`config.mk`:
```
export PLATFORM = sky130hd
export DESIGN_NAME = wfr_top
export DESIGN_NICKNAME = d
export VERILOG_FILES = /design/src/rtl/wfr_pkg.sv /design/src/rtl/wfr_tick_gen.sv /design/src/rtl/wfr_countdown.sv /design/src/rtl/wfr_rst_pulse.sv /design/src/rtl/wfr_top.sv
export SDC_FILE = /design/constraint.sdc
export NUM_CORES = 1
export LEC_CHECK = 0
export BUFFER_PORTS_ARGS = -buffer_cell sky130_fd_sc_hd__buf_2
export CAP_MARGIN = 15
export CORE_MARGIN = 2
export CORE_UTILIZATION = 55
export DETAILED_ROUTE_END_ITERATION = 6
export PLACE_DENSITY_LB_ADDON = 0.25
export SYNTH_ARGS = -nofsm -noshare
export SYNTH_HDL_FRONTEND = slang
export SYNTH_SLANG_ARGS = --single-unit
```
`constraint.sdc`:
```
create_clock -name clk_i -period 3.7 [get_ports clk_i]
set_input_delay 0.74 -clock clk_i [delete_from_list [all_inputs] [get_ports clk_i]]
set_output_delay 0.74 -clock clk_i [all_outputs]
set_load 0.005 [all_outputs]
```
`src/rtl/wfr_pkg.sv`:
```
package wfr_pkg;

    localparam int CODE_W = 5;
    localparam int N_W    = 8;
    localparam int M_W    = 7;
    localparam int CTRL_W = 4;

    // control word; sw_src is bit 0
    typedef struct packed {
        logic rst_on_chg;
        logic rcv_nm;
        logic wd_en;
        logic sw_src;
    } ctrl_t;

    typedef struct packed {
        logic              nm_mode;
        logic [CODE_W-1:0] code;
        logic [N_W-1:0]    n;
        logic [M_W-1:0]    m;
    } freq_t;

    function automatic freq_t pick_freq(
        input ctrl_t             c,
        input logic              recov,
        input logic [CODE_W-1:0] strap,
        input logic [CODE_W-1:0] sel,
        input logic [N_W-1:0]    n,
        input logic [M_W-1:0]    m
    );
        freq_t f;
        f = '0;
        if (recov) begin
            if (c.rcv_nm) begin
                f.nm_mode = 1'b1;
                f.n       = n;
                f.m       = m;
            end else begin
                f.code = strap;
            end
        end else begin
            f.code = c.sw_src ? sel : strap;
        end
        return f;
    endfunction

endpackage

```
`src/rtl/wfr_tick_gen.sv`:
```
module wfr_tick_gen #(
    parameter int TICK_DIV = 4096
) (
    input  logic clk_i,
    input  logic rst_ni,
    input  logic clear_i,
    output logic tick_o
);
    localparam int PW = (TICK_DIV > 1) ? $clog2(TICK_DIV) : 1;
    localparam logic [PW-1:0] LAST = PW'(TICK_DIV - 1);

    typedef struct packed {
        logic [PW-1:0] cnt;
    } st_t;

    st_t s_d, s_q;

    assign tick_o = (s_q.cnt == LAST);

    always_comb begin
        s_d = s_q;
        if (clear_i || tick_o) begin
            s_d.cnt = '0;
        end else begin
            s_d.cnt = s_q.cnt + PW'(1);
        end
    end

    always_ff @(posedge clk_i or negedge rst_ni) begin
        if (!rst_ni) begin
            s_q <= '0;
        end else begin
            s_q <= s_d;
        end
    end

    generate
        if (TICK_DIV > 1) begin : g_spacing
            // ticks are never back to back when the divider exceeds 1
            assert_tick_spacing_R4: assert property (@(posedge clk_i) disable iff (!rst_ni)
                tick_o |=> !tick_o);
        end
    endgenerate

endmodule

```
`src/rtl/wfr_countdown.sv`:
```
module wfr_countdown #(
    parameter int CNT_W = 16
) (
    input  logic             clk_i,
    input  logic             rst_ni,
    input  logic             run_i,
    input  logic             load_i,
    input  logic [CNT_W-1:0] load_val_i,
    input  logic             tick_i,
    output logic             expire_o
);
    typedef struct packed {
        logic [CNT_W-1:0] cnt;
    } st_t;

    st_t s_d, s_q;

    assign expire_o = run_i && tick_i && !load_i && (s_q.cnt <= CNT_W'(1));

    always_comb begin
        s_d = s_q;
        if (load_i) begin
            s_d.cnt = load_val_i;
        end else if (run_i && tick_i && (s_q.cnt > CNT_W'(1))) begin
            s_d.cnt = s_q.cnt - CNT_W'(1);
        end
    end

    always_ff @(posedge clk_i or negedge rst_ni) begin
        if (!rst_ni) begin
            s_q <= '0;
        end else begin
            s_q <= s_d;
        end
    end

    // a load always restarts from the supplied value
    assert_load_restart_R5: assert property (@(posedge clk_i) disable iff (!rst_ni)
        load_i |=> (s_q.cnt == $past(load_val_i)));

    // an expiry freezes the watchdog, so it never fires twice in a row
    assert_single_expire_R7: assert property (@(posedge clk_i) disable iff (!rst_ni)
        expire_o |=> !expire_o);

endmodule

```
`src/rtl/wfr_rst_pulse.sv`:
```
module wfr_rst_pulse #(
    parameter int PULSE_LEN = 16
) (
    input  logic clk_i,
    input  logic rst_ni,
    input  logic fire_i,
    output logic rst_o
);
    localparam int CW = $clog2(PULSE_LEN + 1);
    localparam logic [CW-1:0] FULL = CW'(PULSE_LEN);

    typedef struct packed {
        logic [CW-1:0] cnt;
    } st_t;

    st_t s_d, s_q;

    assign rst_o = (s_q.cnt != '0);

    always_comb begin
        s_d = s_q;
        if (fire_i) begin
            s_d.cnt = FULL;
        end else if (s_q.cnt != '0) begin
            s_d.cnt = s_q.cnt - CW'(1);
        end
    end

    always_ff @(posedge clk_i or negedge rst_ni) begin
        if (!rst_ni) begin
            s_q <= '0;
        end else begin
            s_q <= s_d;
        end
    end

    // the pulse counter never exceeds its length and shrinks by one per cycle
    assert_pulse_bound_R7: assert property (@(posedge clk_i) disable iff (!rst_ni)
        s_q.cnt <= FULL);
    assert_pulse_shrink_R7: assert property (@(posedge clk_i) disable iff (!rst_ni)
        (rst_o && !fire_i) |=> (s_q.cnt == $past(s_q.cnt) - CW'(1)));

endmodule

```
`src/rtl/wfr_top.sv`:
```
module wfr_top
    import wfr_pkg::*;
#(
    parameter int TICK_DIV  = 4096,
    parameter int RELOAD_W  = 16,
    parameter int PULSE_LEN = 16
) (
    input  logic                clk_i,
    input  logic                rst_ni,
    input  logic [4:0]          strap_i,
    input  logic                ctrl_we_i,
    input  logic [3:0]          ctrl_wdata_i,
    input  logic                sel_we_i,
    input  logic [4:0]          sel_wdata_i,
    input  logic                rcv_n_we_i,
    input  logic [7:0]          rcv_n_wdata_i,
    input  logic                rcv_m_we_i,
    input  logic [6:0]          rcv_m_wdata_i,
    input  logic                reload_we_i,
    input  logic [RELOAD_W-1:0] reload_wdata_i,
    output logic [4:0]          strap_q_o,
    output logic [4:0]          freq_code_o,
    output logic                div_mode_o,
    output logic [7:0]          div_n_o,
    output logic [6:0]          div_m_o,
    output logic                sys_rst_o,
    output logic                recovery_o
);

    typedef struct packed {
        ctrl_t               ctrl;
        logic                recov;
        logic                latched;
        logic [CODE_W-1:0]   strap;
        logic [CODE_W-1:0]   sel;
        logic [N_W-1:0]      n;
        logic [M_W-1:0]      m;
        logic [RELOAD_W-1:0] reload;
    } st_t;

    st_t   s_d, s_q;
    ctrl_t wr_ctrl;
    freq_t freq_now, freq_nxt;
    logic  arm, disarm, any_we, chg_fire, timeout_ev;
    logic  tick, expire, wd_run, wd_load;
    logic [RELOAD_W-1:0] wd_load_val;

    assign wr_ctrl     = ctrl_t'(ctrl_wdata_i);
    assign wd_run      = s_q.ctrl.wd_en && !s_q.recov;
    assign arm         = ctrl_we_i && wr_ctrl.wd_en && !s_q.ctrl.wd_en;
    assign disarm      = ctrl_we_i && !wr_ctrl.wd_en;
    assign wd_load     = arm || reload_we_i;
    assign wd_load_val = reload_we_i ? reload_wdata_i : s_q.reload;
    assign timeout_ev  = expire && !disarm;
    assign any_we      = ctrl_we_i || sel_we_i || rcv_n_we_i || rcv_m_we_i;

    wfr_tick_gen #(
        .TICK_DIV (TICK_DIV)
    ) u_tick (
        .clk_i   (clk_i),
        .rst_ni  (rst_ni),
        .clear_i (wd_load),
        .tick_o  (tick)
    );

    wfr_countdown #(
        .CNT_W (RELOAD_W)
    ) u_count (
        .clk_i      (clk_i),
        .rst_ni     (rst_ni),
        .run_i      (wd_run),
        .load_i     (wd_load),
        .load_val_i (wd_load_val),
        .tick_i     (tick),
        .expire_o   (expire)
    );

    wfr_rst_pulse #(
        .PULSE_LEN (PULSE_LEN)
    ) u_pulse (
        .clk_i  (clk_i),
        .rst_ni (rst_ni),
        .fire_i (timeout_ev || chg_fire),
        .rst_o  (sys_rst_o)
    );

    always_comb begin
        s_d = s_q;

        // one-time capture of the strap pins
        if (!s_q.latched) begin
            s_d.strap   = strap_i;
            s_d.latched = 1'b1;
        end

        if (ctrl_we_i) begin
            if (s_q.recov) begin
                s_d.ctrl.wd_en = wr_ctrl.wd_en;
            end else begin
                s_d.ctrl = wr_ctrl;
            end
            if (!wr_ctrl.wd_en) begin
                s_d.recov = 1'b0;
            end
        end

        if (sel_we_i && !s_q.recov) begin
            s_d.sel = sel_wdata_i;
        end
        if (rcv_n_we_i && !s_q.recov) begin
            s_d.n = rcv_n_wdata_i;
        end
        if (rcv_m_we_i && !s_q.recov) begin
            s_d.m = rcv_m_wdata_i;
        end
        if (reload_we_i) begin
            s_d.reload = reload_wdata_i;
        end

        if (timeout_ev) begin
            s_d.recov = 1'b1;
        end

        freq_now = pick_freq(s_q.ctrl, s_q.recov, s_q.strap, s_q.sel, s_q.n, s_q.m);
        freq_nxt = pick_freq(s_d.ctrl, s_d.recov, s_d.strap, s_d.sel, s_d.n, s_d.m);
        chg_fire = any_we && s_q.ctrl.rst_on_chg && !s_q.recov && !s_d.recov
                   && (freq_nxt != freq_now);
    end

    always_ff @(posedge clk_i or negedge rst_ni) begin
        if (!rst_ni) begin
            s_q <= '0;
        end else begin
            s_q <= s_d;
        end
    end

    assign strap_q_o   = s_q.strap;
    assign freq_code_o = freq_now.code;
    assign div_mode_o  = freq_now.nm_mode;
    assign div_n_o     = freq_now.n;
    assign div_m_o     = freq_now.m;
    assign recovery_o  = s_q.recov;

    // once captured, the strap value never moves
    assert_strap_frozen_R2: assert property (@(posedge clk_i) disable iff (!rst_ni)
        s_q.latched |=> $stable(s_q.strap));

    // recovery is held until a control write clears the enable bit
    assert_recovery_sticky_R6: assert property (@(posedge clk_i) disable iff (!rst_ni)
        (s_q.recov && !disarm) |=> s_q.recov);

    // select / N / M registers are locked during recovery
    assert_lock_sel_R9: assert property (@(posedge clk_i) disable iff (!rst_ni)
        (s_q.recov && sel_we_i) |=> (s_q.sel == $past(s_q.sel)));
    assert_lock_nm_R9: assert property (@(posedge clk_i) disable iff (!rst_ni)
        (s_q.recov && (rcv_n_we_i || rcv_m_we_i)) |=>
        ((s_q.n == $past(s_q.n)) && (s_q.m == $past(s_q.m))));

    // outside recovery the divider pair is never in use
    assert_no_nm_normal_R3: assert property (@(posedge clk_i) disable iff (!rst_ni)
        !recovery_o |-> !div_mode_o);

endmodule

```
==> results of run 1 <==
## registers in the layout, indices dropped and copies added (netlist names)
register     cells
u_count.s_q     16
u_tick.s_q      12
strap_q_o        5
recovery_o       1
u_pulse.s_q      5
s_q             41
## power by group through the flow
stage	Clock, mW	Sequential (mW)	Combinational (mW)
2_1_floorplan	0	1.05	0.301
3_3_place_gp	0	1.07	0.389
3_5_place_dp	0	1.08	0.407
4_1_cts	0.706	1.06	0.408
5_1_grt	0.745	1.08	0.455
6_report	0.694	1.06	0.402
## per-stage QoR
| stage | instance area, um2 | util | power (mW) | hold slack (ps) |
|---|---|---|---|---|
| after global placement | 4580 | 0.631 | 1.46 | 459 |
| after detailed placement | 4580 | 0.631 | 1.49 | 474 |
| after global routing | 4790 | 0.660 | 2.28 | 499 |
| after CTS | 4790 | 0.660 | 2.18 | 486 |
| final | 4790 | 0.660 | 2.16 | 480 |
| after floorplan | 4110 | - | 1.35 | 444 |
## worst max-delay path by stage
| stage | slack [ps] | startpoint | to |
|---|---|---|---|
| after floorplan | 900 | ctrl_we_i | u_pulse.s_q[4]$_DFFE_PN0P_ |
| after global placement | 510 | ctrl_we_i | u_pulse.s_q[4]$_DFFE_PN0P_ |
| after detailed placement | 440 | ctrl_we_i | u_pulse.s_q[4]$_DFFE_PN0P_ |
| after CTS | 600 | u_tick.s_q[0]$_DFF_PN0_ | u_count.s_q[11]$_DFFE_PN0P_ |
| after global routing | 250 | u_tick.s_q[0]$_DFF_PN0_ | u_count.s_q[15]$_DFFE_PN0P_ |
| final | 560 | u_tick.s_q[0]$_DFF_PN0_ | u_count.s_q[11]$_DFFE_PN0P_ |
## worst max-delay path: stages, from the launching register on
cell and delay [ps]:
dfrtp_1 390, ha_1 210, nand4_1 160, nor4_1 720
a21boi_1 490, nand4_1 250, nor4_1 410, xor2_1 130
mux2_2 290
## area by class of cell
class	count	area, um2	share of cell area
Clock buffer	11	131	0.0274
Timing Repair Buffer	83	428	0.0893
Clock inverter	5	81.3	0.0170
Inverter	21	78.8	0.0165
Tap cell	99	124	0.0259
Sequential cell	80	2000	0.418
Multi-Input combinational cell	257	1940	0.406
## cell families (layout without fill, tap and decap cells)
logic type,Yosys count,after routing
AO/OA/AOI/OAI,32,32
XOR/XNOR,28,28
adder cells (fa/ha/maj),5,5
buffers and inverters,39,120
flip-flops,80,80
multiplexers,64,64
other,1,1
AND/OR/NAND/NOR,127,127
## routing by layer
layer  vias up  routed length (um)  track usage
met1      1469                3700        0.275
met4         0                 170       0.0859
li1       1458                   -            -
met3        16                 249       0.0317
met2        58                4120        0.359
met5         -                   0            0
## cell usage in the layout (no fill, tap or decap), types with 11 or more instances in the layout
cell,Yosys,layout
nand2_1,24,24
buf_2,0,78
nor2_1,33,33
xnor2_1,12,12
nor3_1,11,11
xor2_1,16,16
mux2_2,49,49
inv_1,21,21
and3_1,18,18
dfrtp_1,80,80
mux2i_1,14,14
==> run_results.csv, run 1 <==
group,metric,value,unit
yosys,synth_cells,376,
yosys,ys_types,46,
critical_path,worst-r2r-cell-count,8,
pwr,p_leak,2.26,nW
pwr,pwr-share-clk,0.321,
floorplanning,num_rows,31,
floorplanning,die_w,90.4,um
yosys,yosysSeqAreaShare,0.488,
finish,drive_gt1_frac,0.339,
place,post-place-ws,438,ps
pwr,seqPwrFrac,0.492,
critical_path,timing_worst_setup_path_type,"register to register",
min_path,hold_path_depth,1,
critical_path,crit_arrival,3370,ps
pwr,vdd_ir_drop_max,0.331,mV
sta,period_share,0.849,
yosys,synth_commonest_cells,"dfrtp_1 (80), mux2_2 (49), nor2_1 (33)",
critical_path,worst_setup_path_end_kind,"register",
critical_path,reg2reg_to,"u_count.s_q[11]$_DFFE_PN0P_",
yosys,synth_area_per_cell,10.9,um2
sta,worst_slew_pin_slew,967,ps
sta,setup_viol,0,
place,gp_congestion,0.811,
clock_network,path_clk_slew,80,ps
flow_run,maxCapViolCount,0,
critical_path,cp_max_fo,5,
clock_network,numCtsBuffers,9,
sta,fmax,318,MHz
clock_network,cts_setup_buffers,0,
floorplanning,initial_core_util,0.566,
sta,setup_tns,0,ps
yosys,ys_seq_elements,80,
yosys,yosysMostFrequentCell,"dfrtp_1",
sta,fin_ws,560,ps
finish,num-nets-final,509,
global_routing,antenna_found_initial,0,
clock_network,clockRootBuffer,"clkbuf_8",
sta,period_needed,3140,ps
floorplanning,io-pin-count,80,
yosys,synth_top_cell_by_area,"dfrtp_1",
sta,maxSlewViolCount,0,
sta,hold_viol_final,0,
yosys,yosys.area_share.simple,0.169,
drt,drcViolationCount,0,
yosys,synthTopCellsByArea,"dfrtp_1 (49%), mux2_2 (13%), mux2i_1 (3.4%)",
min_path,hp-start,"u_tick.s_q[0]$_DFF_PN0_",
global_routing,grt_max_degree,81,
sta,slew_headroom,0.356,
clock_network,holdBufCountCts,0,
drt,first_iter_violations,106,
place,dp.cells,540,
yosys,synth_nets,433,
yosys,yosys.area_share.adder,0.0152,
floorplanning,die_h,90.4,um
min_path,min_to,"u_tick.s_q[0]$_DFF_PN0_",
drt,first_pass_iters,4,
floorplanning,core,0.00725,mm2
pwr,pwr_density_cell,451,mW/mm2
clock_network,cts_buffer_depth,2,
floorplanning,die-area,0.00817,mm2
finish,syn2layout_area_growth,16.7,%
clock_network,clk_latency,350,ps
yosys,synth_ff_type,"dfrtp_1",
drt,via_per_inst,5.40,
sta,rsz0062_at_grt,"no",
yosys,synth-xor-area-share,0.0597,
yosys,ys_async_sr_fraction,1.00,
yosys,synth_compound_area_frac,0.0552,
finish,fin_cells,556,
yosys,syn_area,0.00411,mm2
place,hpwlAfterDp,6090,um
global_routing,grt_pass1_vias,3036,
global_routing,gr-usage-all-layers,0.212,
pwr,p_int,1.56,mW
clock_network,post_cts_resized,0,
global_routing,grt_pass1_wl,14000,um
status,run_status,"finished clean",
sta,finClkSkew,11.1,ps
critical_path,reg2reg_slack,560,ps
drt,drtAntennaViolNets,0,
critical_path,critPathLaunchType,"register",
yosys,yosys_warnings,0,
min_path,hp-class,"register to register",
critical_path,required,3930,ps
yosys,synthMuxAreaShare,0.172,
clock_network,cts_tree,"built",
pwr,netSwitchingFraction,0.277,
critical_path,r2r-start,"u_tick.s_q[0]$_DFF_PN0_",
pwr,combPwrFrac,0.186,
drt,wl_per_cell,14.8,um
finish,diodes,0,
yosys,synth_top_area_frac,0.488,
place,io_buffers,79,
pwr,switching_power,0.599,mW
finish,fillers,583,
global_routing,overflow,0,
yosys,synth_top_family_by_area,"multiplexers",
clock_network,cts_sinks,80,
drt,routed-via-count,3001,
yosys,synth_edf_count,0,
drt,routed_wl,8250,um
clock_network,cts_max_level,3,
Power figures use the tool's default switching activity.
==> run 2, diff against run 1 <==
- ABC_AREA: unset -> 1
- CORE_UTILIZATION: 55 -> 50
- clock period: 3.7 -> 2.7 ns (I/O delays scaled with it)
==> run 2 against run 1 <==
Final area grew 4.4%. Combinational power grew 50%. Final cell count grew 35%. Non-clock buffer count grew 2. Count of clock-buffer cells in the layout shrank 2. Sequential share of layout area shrank 1.8 points. Maximum frequency grew 32%. Sequential power grew 31%. Critical path type unchanged.
==> run_results.csv, run 2 <==
group,metric,value,unit
yosys,synth_top_cell_by_area,"dfrtp_1",
clock_network,cts_buffer_depth,2,
sta,rsz0062_at_grt,"no",
yosys,synth_ff_type,"dfrtp_1",
finish,top_register,"s_q",
drt,drcViolationCount,0,
finish,layout_common_cells,"nand2_1 (138), nor2_1 (91), dfrtp_1 (80)",
clock_network,clockRootBuffer,"clkbuf_8",
pwr,p_leak,2.63,nW
yosys,synthTopCellsByArea,"dfrtp_1 (47%), nand2_1 (12%), nor2_1 (7.9%)",
finish,largest_reg_flops,41,
yosys,ys_types,41,
floorplanning,io-pin-count,80,
sta,maxSlewViolCount,0,
sta,setup_viol,0,
critical_path,cp_max_fo,22,
finish,drive_gt1_frac,0.198,
yosys,synth_nets,623,
sta,fmax,420,MHz
clock_network,numCtsBuffers,9,
drt,routed-via-count,3766,
yosys,yosysMostFrequentCell,"nand2_1",
global_routing,gr-usage-all-layers,0.209,
sta,holdWs,354,ps
floorplanning,die_w,96.7,um
finish,multiInputGateArea,0.00190,mm2
drt,wl_per_cell,12.5,um
drt,first_iter_violations,172,
floorplanning,num_rows,33,
yosys,synth_cells,566,
flow_run,maxCapViolCount,0,
sta,period_needed,2380,ps
drt,drtAntennaViolNets,0,
yosys,yosys_warnings,0,
critical_path,crit_arrival,2670,ps
clock_network,cts_sinks,80,
critical_path,worst_setup_path_end_kind,"register",
critical_path,cpPeakStageDelay,390,ps
sta,worst_slew_pin_slew,1010,ps
clock_network,post_cts_resized,0,
finish,syn2layout_area_growth,16.4,%
status,run_status,"finished clean",
finish,diodes,0,
critical_path,required,2990,ps
yosys,synth_area_per_cell,7.59,um2
global_routing,grt_pass1_wl,16400,um
clock_network,cts_max_level,3,
min_path,hp-class,"input pin to async pin",
place,hpwlAfterDp,6910,um
sta,finClkSkew,9.98,ps
yosys,synth_top_area_frac,0.466,
floorplanning,die-area,0.00935,mm2
pwr,vdd_ir_drop_max,0.345,mV
clock_network,clk_latency,350,ps
yosys,yosysSeqAreaShare,0.466,
critical_path,crit_chain,"ha_1 -> nand2_2 -> nor2_1 -> nand3_2 -> nor2_4 -> nand3_4 -> nand2_8 -> nand3_1 -> nand2_1 -> nand2_1 -> nor2_1 -> nand2_1 -> nor2_1 -> nand2_1 -> nand2_2 -> nand2_2 -> nor2_1",
sta,hold_viol_final,0,
global_routing,overflow,0,
yosys,synth_edf_count,0,
critical_path,timing_worst_setup_path_type,"register to register",
floorplanning,core,0.00826,mm2
global_routing,grt_max_degree,81,
clock_network,cts_tree,"built",
drt,routed_wl,9430,um
yosys,synth_commonest_cells,"nand2_1 (138), nor2_1 (91), dfrtp_1 (80)",
place,io_buffers,79,
critical_path,path_buf_inv,0,
yosys,ys_seq_elements,80,
pwr,pwr_density_cell,600,mW/mm2
clock_network,path_clk_slew,90,ps
floorplanning,die_h,96.7,um
yosys,syn_area,0.00430,mm2
floorplanning,initial_core_util,0.520,
sta,slew_headroom,0.328,
yosys,ys_async_sr_fraction,1.00,
drt,via_per_inst,5.00,
critical_path,critPathLaunchType,"register",
finish,fillers,767,
global_routing,grt_pass1_vias,3740,
critical_path,critPathTopFamily,"simple AND/OR/NAND/NOR gates",
global_routing,antenna_found_initial,0,
finish,regArea,0.00200,mm2
critical_path,crit_slowest_cell,"dfrtp_1",
finish,top_regs,"s_q x41, u_count.s_q x16, u_tick.s_q x12",
sta,period_share,0.882,
finish,final_common_cell,"nand2_1",
place,gp_congestion,0.881,
sta,setup_tns,0,ps
finish,num-nets-final,700,
clock_network,cts_setup_buffers,0,
clock_network,holdBufCountCts,0,
drt,first_pass_iters,4,
[run 2: cell types whose count changed after synthesis, sizes merged, moves of 9 or more]
| cell | delta |
|---|---|
| mux2i | -15 |
| nand3 | +25 |
| inv | +58 |
| xnor2 | -9 |
| nand2 | +123 |
| and3 | -18 |
| nor2 | +63 |
| mux2 | -47 |
| a21oi | +25 |
[run 2: final cells by class]
class / instances / area share
flip-flops and latches: 80 / 0.400
multi-input cells: 387 / 0.379
repair buffers: 85 / 0.0886
inverters: 80 / 0.0601
well taps: 105 / 0.0263
clock buffers: 9 / 0.0248
clock inverters: 7 / 0.0205
[run 2: per-stage QoR]
step                power, mW  instance area, um2  std cells   util  setup WS (ps)
global route             3.18                5000        753  0.605           3.18
floorplan                1.83                4300        566      -            624
finish                   3.00                5000        753  0.605            319
global placement         1.99                4760        737  0.577            352
detailed placement       2.01                4760        737  0.577            216
CTS                      3.02                4990        753  0.604            245
[run 2: worst paths after layout]
kind | cells after the start | slack [ps] | startpoint | endpoint
min in group clk_i | 3 | 400 | reload_wdata_i[12] | s_q[12]$_DFF_PN0_
setup reg to reg | 17 | 320 | u_tick.s_q[0]$_DFF_PN0_ | u_pulse.s_q[3]$_DFFE_PN0P_
setup / recovery | 17 | 320 | u_tick.s_q[0]$_DFF_PN0_ | u_pulse.s_q[3]$_DFFE_PN0P_
hold / removal | 1 | 350 | rst_ni | s_q[9]$_DFF_PN0_
max in group asynchronous | 1 | 1700 | rst_ni | s_q[2]$_DFF_PN0_
hold reg to reg | 1 | 480 | u_tick.s_q[0]$_DFF_PN0_ | u_tick.s_q[0]$_DFF_PN0_
[run 2: kinds of logic after synthesis]
group	after synthesis	synth area share
muxes	2	0.00524
DFF	80	0.466
other	1	0.000873
and+or+nand+nor	296	0.295
xor gates and xnor gates	15	0.0306
adders and majority gates	5	0.0146
buffers and inverters	99	0.0946
AOI/OAI and AO/OA	68	0.0929
[run 2: per-layer routing]
metal  GRT usage  vias up  routed length [um]
li1            -     1936                   -
met1       0.281     1722                4420
met2       0.339       97                4350
met3      0.0419       11                 535
met4      0.0758        0                 116
met5           0        -                   0
[run 2: power breakdown]
| group | switching, mW | total [mW] | internal (mW) | leakage [nW] |
|---|---|---|---|---|
| Clock | 0.475 | 1.01 | 0.530 | 0.110 |
| Sequential | 0.0675 | 1.39 | 1.32 | 0.963 |
| Combinational | 0.371 | 0.602 | 0.231 | 1.56 |
| Total | 0.914 | 3.00 | 2.08 | 2.63 |
==> run 3, diff against run 2 <==
- ABC_AREA: 1 -> unset
- ABC_CLOCK_PERIOD_IN_PS: unset -> 2700
==> run 3 against run 2 <==
The run now ends with negative setup slack left. Critical path depth fell by 9. Final area grew 2.0%. Clock power shrank 11%. Register-to-register slack got worse by 340 ps. Final cell count decreased by 21%. Total power shrank 0.33%. Sequential share of layout area fell by 0.78 points. Combinational power is 6.0% higher. Via count down 17%. Routed wire length fell by 8.1%. Sequential power increased by 4%. Largest cell class is now multi-input combinational cells.
==> run_results.csv, run 3 (synthesis gave the netlist of run 1 again) <==
group,metric,value,unit
place,placed_cell_area,0.00478,mm2
finish,syn2layout_area_growth,24.2,%
floorplanning,die_w,94.6,um
sta,rsz0062_at_grt,"yes",
pwr,vdd_ir_drop_max,0.281,mV
critical_path,reg2reg_slack,-20,ps
finish,drive_gt1_frac,0.406,
critical_path,cp_max_fo,4,
sta,finClkSkew,11.5,ps
finish,diodes,0,
drt,wl_per_cell,14.6,um
drt,routed_wl,8660,um
floorplanning,num_rows,33,
critical_path,r2r-start,"u_count.s_q[6]$_DFFE_PN0P_",
finish,layout_common_cells,"dfrtp_1 (80), buf_2 (78), mux2_2 (49)",
critical_path,critPathLaunchType,"register",
place,hpwlAfterDp,6450,um
critical_path,timing_worst_setup_path_type,"register to register",
sta,fin_ws,-15.9,ps
finish,fin_cells,593,
sta,maxSlewViolCount,0,
finish,top_regs,"s_q x41, u_count.s_q x16, u_tick.s_q x12",
drt,first_pass_iters,4,
finish,num-nets-final,540,
drt,first_iter_violations,132,
status,run_status,"finished with violations",
flow_run,maxCapViolCount,0,
sta,hold_viol_final,0,
place,io_buffers,79,
global_routing,gr-usage-all-layers,0.207,
critical_path,worst_setup_path_end_kind,"register",
finish,final_common_cell,"dfrtp_1",
drt,routed-via-count,3144,
min_path,hp-class,"input pin to async pin",
drt,drcViolationCount,0,
pwr,pwr_density_cell,586,mW/mm2
critical_path,reg2reg_to,"u_pulse.s_q[4]$_DFFE_PN0P_",
global_routing,grt_max_degree,48,
finish,final_design_area_no_fill,0.00510,mm2
sta,setup_viol,2,
floorplanning,io-pin-count,80,
place,post-place-ws,-93.6,ps
drt,via_per_inst,5.30,
finish,largest_reg_flops,41,
clock_network,cts_sinks,80,
clock_network,cts_max_level,3,
global_routing,overflow,0,
sta,period_share,1.01,
clock_network,holdBufCountCts,0,
floorplanning,die-area,0.00895,mm2
sta,worst_slew_pin_slew,621,ps
pwr,p_total,2.99,mW
clock_network,clk_latency,360,ps
clock_network,clockRootBuffer,"clkbuf_8",
finish,top_register,"s_q",
floorplanning,initial_core_util,0.507,
place,gp_congestion,0.828,
critical_path,required,2950,ps
clock_network,numCtsBuffers,9,
global_routing,grt_pass1_vias,3141,
global_routing,grt_pass1_wl,14300,um
clock_network,cts_buffer_depth,2,
sta,period_needed,2720,ps
clock_network,cts_tree,"built",
clock_network,path_clk_slew,80,ps
pwr,p_leak,2.43,nW
drt,drtAntennaViolNets,0,
critical_path,crit_arrival,2960,ps
floorplanning,core,0.00809,mm2
sta,slew_headroom,0.583,
global_routing,antenna_found_initial,0,
critical_path,worst-r2r-cell-count,8,
sta,fmax,368,MHz
status,failed_checks,"negative setup slack",
floorplanning,die_h,94.6,um
place,dp.cells,571,
run 3: worst max-delay path, cell delays in order (launching register included):
cell       delay (ps)
dfrtp_1           390
or4_4             560
nor4b_4           350
and4_4            320
a2111oi_2          60
o21a_1            200
nor4b_2           300
a41oi_2           170
a211o_1           260
run 3: how the worst max path moves through the flow:
stage | depth (start not counted) | start | slack, ps | end
after global placement | 8 | u_count.s_q[6]$_DFFE_PN0P_ | -5 | u_pulse.s_q[4]$_DFFE_PN0P_
final | 8 | u_count.s_q[6]$_DFFE_PN0P_ | -20 | u_pulse.s_q[4]$_DFFE_PN0P_
after detailed placement | 8 | u_count.s_q[7]$_DFFE_PN0P_ | -90 | u_pulse.s_q[4]$_DFFE_PN0P_
after global routing | 9 | u_count.s_q[6]$_DFFE_PN0P_ | -160 | u_pulse.s_q[0]$_DFFE_PN0P_
after CTS | 8 | u_count.s_q[6]$_DFFE_PN0P_ | -20 | u_pulse.s_q[4]$_DFFE_PN0P_
after floorplan | 8 | u_count.s_q[6]$_DFFE_PN0P_ | 40 | u_pulse.s_q[4]$_DFFE_PN0P_
run 3: metrics by stage:
step           hold WS [ps]   util  TNS (ps)
2_1_floorplan           244      -         0
5_1_grt                 135  0.630      -651
3_3_place_gp            479  0.591     -5.23
4_1_cts                 112  0.619     -16.2
6_report                113  0.630     -18.1
3_5_place_dp            486  0.591      -246
run 3: layer usage:
layer	vias up	global-route usage	routed length [um]
met3	12	0.0439	425
met4	0	0.0797	134
li1	1530	-	-
met1	1538	0.270	3770
met2	64	0.340	4330
met5	-	0	0
run 3: where the power goes:
part / switching, mW / internal (mW) / total [mW]
clock network: 0.450 / 0.453 / 0.903
registers: 0.111 / 1.34 / 1.45
logic: 0.307 / 0.330 / 0.638
run 3: cell type report:
| type | count | area [um2] |
|---|---|---|
| repair buffers | 114 | 673 |
| well taps | 105 | 131 |
| multi-input cells | 257 | 2010 |
| flip-flops and latches | 80 | 2000 |
| inverters | 21 | 78.8 |
| clock buffers | 10 | 138 |
| clock inverters | 6 | 66.3 |
| fillers | 671 | 2990 |
run 3: timing repair:
action | CTS | global route
buffers inserted | 1 | 5
endpoints found under the setup margin | 5 | 11
resized for setup | 4 | 10
pin swaps | 7 | 3
